## config.mk

```make
export PLATFORM = sky130hd
export DESIGN_NAME = cs_region_matcher
export DESIGN_NICKNAME = d
export VERILOG_FILES = /design/src/rtl/cs_match_pkg.sv /design/src/rtl/cs_window_cmp.sv /design/src/rtl/cs_prio_pick.sv /design/src/rtl/cs_region_matcher.sv
export SDC_FILE = /design/constraint.sdc
export NUM_CORES = 1
export LEC_CHECK = 0
export CAP_MARGIN = 20
export CORE_MARGIN = 5
export CORE_UTILIZATION = 57
export DETAILED_ROUTE_END_ITERATION = 7
export PLACE_DENSITY_LB_ADDON = 0.3
export SLEW_MARGIN = 20
export SYNTH_ARGS = -nofsm -noshare
export SYNTH_HDL_FRONTEND = slang
export SYNTH_HIERARCHICAL = 1
export SYNTH_SLANG_ARGS = --single-unit
export TNS_END_PERCENT = 50
```

## constraint.sdc

```tcl
create_clock -name clk -period 5.5 [get_ports clk]
set_clock_uncertainty 0.15 [all_clocks]
set_input_delay 0.55 -clock clk [delete_from_list [all_inputs] [get_ports clk]]
set_output_delay 0.55 -clock clk [all_outputs]
set_load 0.02 [all_outputs]
```

## src/rtl/cs_match_pkg.sv

```systemverilog
package cs_match_pkg;
    localparam int NUM_WIN  = 8;
    localparam int IDX_W    = $clog2(NUM_WIN);
    localparam int ADDR_W   = 32;
    localparam int UNIT_SH  = 16;
    localparam int BASE_W   = ADDR_W - UNIT_SH;
    localparam int SIZE_W   = 12;

    typedef struct packed {
        logic              en;
        logic [BASE_W-1:0] base;
        logic [SIZE_W-1:0] size;
        logic              wide;
    } win_cfg_t;

    typedef struct packed {
        logic              valid;
        logic              hit;
        logic [IDX_W-1:0]  idx;
        logic [ADDR_W-1:0] start;
        logic [ADDR_W-1:0] len;
        logic              wide;
        logic              next_en;
        logic              pair_ok;
    } match_res_t;
endpackage

```

## src/rtl/cs_window_cmp.sv

```systemverilog
module cs_window_cmp
    import cs_match_pkg::*;
(
    input  win_cfg_t          cfg,
    input  logic [ADDR_W-1:0] addr,
    output logic              match,
    output logic [ADDR_W-1:0] start,
    output logic [ADDR_W-1:0] len
);
    logic [ADDR_W:0] end_x;

    always_comb begin
        start = ADDR_W'(cfg.base) << UNIT_SH;
        len   = (ADDR_W'(cfg.size) + ADDR_W'(1)) << UNIT_SH;
        // one extra bit so a window reaching the top of the space does not wrap
        end_x = {1'b0, start} + {1'b0, len};
        match = cfg.en && (addr >= start) && ({1'b0, addr} < end_x);
    end
endmodule

```

## src/rtl/cs_prio_pick.sv

```systemverilog
module cs_prio_pick
    import cs_match_pkg::*;
(
    input  logic [NUM_WIN-1:0] req,
    output logic               any,
    output logic [IDX_W-1:0]   sel
);
    always_comb begin
        any = |req;
        sel = '0;
        // walk from the top so the lowest set index is the one that remains
        for (int i = NUM_WIN - 1; i >= 0; i--) begin
            if (req[i]) sel = IDX_W'(i);
        end
    end
endmodule

```

## src/rtl/cs_region_matcher.sv

```systemverilog
module cs_region_matcher
    import cs_match_pkg::*;
(
    input  logic              clk,
    input  logic              rst_n,
    input  logic              cfg_we,
    input  logic [IDX_W-1:0]  cfg_idx,
    input  logic              cfg_en,
    input  logic [BASE_W-1:0] cfg_base,
    input  logic [SIZE_W-1:0] cfg_size,
    input  logic              cfg_wide,
    input  logic              in_valid,
    input  logic [ADDR_W-1:0] in_addr,
    output logic              out_valid,
    output logic              out_hit,
    output logic [IDX_W-1:0]  out_idx,
    output logic [ADDR_W-1:0] out_start,
    output logic [ADDR_W-1:0] out_len,
    output logic              out_wide,
    output logic              out_next_en,
    output logic              out_pair_ok
);
    localparam logic [IDX_W-1:0] LAST_IDX = IDX_W'(NUM_WIN - 1);

    win_cfg_t   cfg_d [NUM_WIN];
    win_cfg_t   cfg_q [NUM_WIN];
    match_res_t res_d, res_q;

    logic [NUM_WIN-1:0] win_match;
    logic [ADDR_W-1:0]  win_start [NUM_WIN];
    logic [ADDR_W-1:0]  win_len   [NUM_WIN];
    logic               any_hit;
    logic [IDX_W-1:0]   hit_idx;

    for (genvar g = 0; g < NUM_WIN; g++) begin : g_win
        cs_window_cmp i_cmp (
            .cfg   (cfg_q[g]),
            .addr  (in_addr),
            .match (win_match[g]),
            .start (win_start[g]),
            .len   (win_len[g])
        );
    end

    cs_prio_pick i_pick (
        .req (win_match),
        .any (any_hit),
        .sel (hit_idx)
    );

    always_comb begin
        logic nxt;
        for (int i = 0; i < NUM_WIN; i++) begin
            cfg_d[i] = cfg_q[i];
            if (cfg_we && cfg_idx == IDX_W'(i)) begin
                cfg_d[i].en   = cfg_en;
                cfg_d[i].base = cfg_base;
                cfg_d[i].size = cfg_size;
                cfg_d[i].wide = cfg_wide;
            end
        end

        nxt = 1'b0;
        if (hit_idx != LAST_IDX) nxt = cfg_q[hit_idx + IDX_W'(1)].en;

        res_d       = res_q;
        res_d.valid = in_valid;
        if (in_valid) begin
            res_d.hit     = any_hit;
            res_d.idx     = any_hit ? hit_idx : '0;
            res_d.start   = any_hit ? win_start[hit_idx] : '0;
            res_d.len     = any_hit ? win_len[hit_idx] : '0;
            res_d.wide    = any_hit && cfg_q[hit_idx].wide;
            res_d.next_en = any_hit && nxt;
            res_d.pair_ok = any_hit && (hit_idx != LAST_IDX)
                            && ((in_addr[UNIT_SH-1:0] != '0) || nxt);
        end
    end

    always_ff @(posedge clk or negedge rst_n) begin
        if (!rst_n) begin
            res_q <= '0;
            for (int i = 0; i < NUM_WIN; i++) cfg_q[i] <= '0;
        end else begin
            res_q <= res_d;
            for (int i = 0; i < NUM_WIN; i++) cfg_q[i] <= cfg_d[i];
        end
    end

    assign out_valid   = res_q.valid;
    assign out_hit     = res_q.hit;
    assign out_idx     = res_q.idx;
    assign out_start   = res_q.start;
    assign out_len     = res_q.len;
    assign out_wide    = res_q.wide;
    assign out_next_en = res_q.next_en;
    assign out_pair_ok = res_q.pair_ok;


    valid_follow_chk: assert property (@(posedge clk) disable iff (!rst_n)
        in_valid |=> out_valid);

    valid_drop_chk: assert property (@(posedge clk) disable iff (!rst_n)
        !in_valid |=> !out_valid);

    hold_chk: assert property (@(posedge clk) disable iff (!rst_n)
        !in_valid |=> ($stable(out_hit) && $stable(out_idx) && $stable(out_len)));

    miss_zero_chk: assert property (@(posedge clk) disable iff (!rst_n)
        (out_valid && !out_hit) |-> (out_idx == '0 && out_len == '0 && !out_pair_ok && !out_next_en));

    pair_last_chk: assert property (@(posedge clk) disable iff (!rst_n)
        out_pair_ok |-> (out_hit && out_idx != LAST_IDX));

    len_unit_chk: assert property (@(posedge clk) disable iff (!rst_n)
        out_hit |-> (out_len != '0 && out_len[UNIT_SH-1:0] == '0 && out_start[UNIT_SH-1:0] == '0));
endmodule

```

==> results_dict.tcl <==
set metrics [dict create \
    status "finished, violations left" \
    violations "negative setup slack" \
    core-area_um2 56170 \
    clk_pin_slew_ns 0.06 \
    synthCells 3359 \
    pwr-share-comb_pct 69.1 \
    fin_setup_tns_ns -13.93 \
    drt_wl_total_um 98960 \
    clkSinkCount 312 \
    syn_to_final_growth_pct 21.99 \
    tightest_slew_ns 0.9435 \
    ys_async_sr_fraction_pct 100.0 \
    max_slew_margin_pct 37.10 \
    grt.overflow.total 0 \
    synth_seq_cells 312 \
    io-pin-count 141 \
    first_pass_iters 7 \
    grt_pass1_wl_um 148500 \
    synth_area_um2 32200 \
    clockRootBuffer "clkbuf_16" \
    clockPowerShare_pct 13.3 \
    track_usage_pct 31.01 \
    drive_gt1_share_pct 30.06 \
    ant_nets 0 \
    synth_cell_types 76 \
    initial_core_util_pct 57.33 \
    ys.flop_type "dfrtp_1" \
    finalHoldViolations 0 \
    cp-start-kind "register" \
    leakagePower_nw 18.33 \
    worstSetupPathType "reg -> reg" \
    routedWlPerCell_um 21.23 \
    cap_viol_max_count 0 \
    period_needed_ns 5.866 \
    use_met2_pct 49.57 \
    grt_antenna_before_repair 1 \
    gp_congestion 0.9568 \
    fin_ws_ns -0.3664 \
    max_stage_delay_ns 0.41 \
    grt_max_degree 110 \
    clk_latency_ns 0.58 \
    vias 26960 \
    p_int_w 0.01169 \
    dpl.hpwl_um 73010 \
    synth_edf_count 0 \
    vias_per_cell 5.783 \
    netlist_top_cells_area "dfrtp_1 (24%), ha_1 (15%), buf_4 (9.7%)" \
    powerDensity_nw_per_um2 522.6 \
    cp_data_arrival_time_ns 6.14 \
    die_area_um2 61350 \
    gr-usage-met3_pct 5.600 \
    cts_tree "built" \
    fmax_ghz 0.1705 \
    critPathMaxFanout 6 \
    rsz0062_at_grt "true" \
    ir_worst_vdd_uv 381.8 \
    met1_usage_pct 40.56 \
    first_iter_violations 2240 \
    synthTopCellsByCount "buf_4 (414), ha_1 (394), dfrtp_1 (312), inv_1 (251), mux2_2 (236)" \
    first_global_vias 26270 \
    netlist.top_cell.by_area "dfrtp_1" \
    setup_viol 67 \
    cts_buffers 39 \
    synth_top_area_share_pct 24.25 \
    yosys_warnings 6 \
    row_count 87 \
    grt.busiest_layer "met2" \
    hold_ws_ns 0.3577 \
    power_frac_seq_pct 17.6 \
    die_height_um 247.7 \
    required_ns 5.77 \
    portBuffers 140 \
    htree_levels 2 \
    netSwitchingPower_w 0.008837 \
    diodes 0 \
    min_path_type "reg -> reg" \
    die_w_um 247.7 \
    syn_area_per_cell_um2 9.586 \
    cp-end-kind "register" \
    slowest_stage "a221o_1" \
    post-route-period-util_pct 106.7 \
    post-synth-top-count-cell "buf_4" \
    seq_area_frac_synth_pct 24.25 \
    slew_violations 0 \
    drc_errors 0 \
    switching_share_pct 43.05 \
    clock_path_buffers 3 \
    fin_nets 4347 \
]
flip-flops by register name, indices dropped and copies added, names as in the netlist:
name,cells
cfg_q,240
out_hit,1
out_idx,3
out_len,32
out_next_en,1
out_pair_ok,1
out_start,32
out_valid,1
out_wide,1
cells by family after synthesis:
kind of cell,Yosys count,synth area share (%)
buf+inv,752,14.04
simple gates,639,11.09
compound gates,623,12.62
mux,439,17.10
fa+ha+maj,402,15.81
flops,312,24.25
xor+xnor,184,5.005
other cells,8,0.09326
area by class of cell:
class                   instances  area [um2]
fillers                      4113       16890
well taps                     756       945.9
clock buffers                  56        1172
clock inverters                15       158.9
inverters                     255       957.2
multi-input cells            2567       21990
repair buffers                701        6246
flip-flops and latches        312        7811
power groups by stage:
stage / Combinational (W) / Sequential (W) / Clock [W]
finish: 0.0142 / 0.00361 / 0.00273
global route: 0.0153 / 0.00367 / 0.00287
CTS: 0.0133 / 0.00356 / 0.00276
detailed placement: 0.0122 / 0.00359 / 0
global placement: 0.0119 / 0.00357 / 0
floorplan: 0.00799 / 0.00367 / 0
layer usage:
layer / wire (um) / share of wire (%)
met4: 6488 / 6.6
met3: 7532 / 7.6
met2: 44410 / 45
met1: 40520 / 41
met5: 9 / 0.0091
critical path: cells and delay by family (launching register included):
kind	cells	cell delay, ns
AOI/OAI and AO/OA	13	2.75
xor gates and xnor gates	2	0.31
adders and majority gates	5	1.22
buffers and inverters	3	0.40
DFF	1	0.37
muxes	1	0.22
and+or+nand+nor	4	0.27
timing repair:
item,4_1_cts,5_1_grt
pin swaps,38,67
setup endpoints to repair,70,70
setup buffers,10,15
hold buffers,1,0
hold endpoints to repair,102,0
resized for setup,126,132
gates cloned,7,2
path summary, 6_finish.rpt:
check / startpoint / end / slack, ns / cells after the start
worst max-delay path: cfg_q[31] / out_next_en / -0.37 / 28
worst min-delay path: cfg_q[30] / cfg_q[30] / 0.36 / 1
worst max register to register: cfg_q[31] / out_next_en / -0.37 / 28
worst min register to register: cfg_q[30] / cfg_q[30] / 0.36 / 1
max in group asynchronous: rst_n / cfg_q[212] / 3.60 / 3
min in group asynchronous: rst_n / cfg_q[179] / 0.46 / 2
cells in the final DEF, fill, tap and decap left out, drive strengths merged, types with 22 or more instances in the layout:
master / synthesis / layout
nand2b: 81 / 81
a211oi: 34 / 34
nand2: 132 / 132
nand4: 54 / 54
nor2: 101 / 101
a22oi: 64 / 64
clkdlybuf4s50: 0 / 138
xor2: 74 / 74
conb: 8 / 280
nor4: 37 / 37
mux4: 65 / 65
xnor2: 110 / 110
clkbuf: 33 / 58
o21ai: 183 / 183
buf: 464 / 556
dfrtp: 312 / 312
a21o: 53 / 53
nand3: 131 / 131
o21a: 24 / 24
mux2i: 134 / 134
ha: 394 / 394
nor2b: 22 / 22
inv: 255 / 255
a21oi: 139 / 139
mux2: 240 / 240
through the flow:
stage	instance area, um2	util [%]	power [W]	setup slack [ns]	std cells
after floorplan	33230	-	0.01166	0.05592	3631
after global placement	36260	64.55	0.01552	-0.4855	4556
after detailed placement	36260	64.55	0.01582	-0.6940	4556
after CTS	38510	68.57	0.01967	-0.3769	4645
after global routing	39280	69.93	0.02181	-0.7076	4662
final	39280	69.93	0.02053	-0.3664	4662
(Power assumes the default switching activity.)
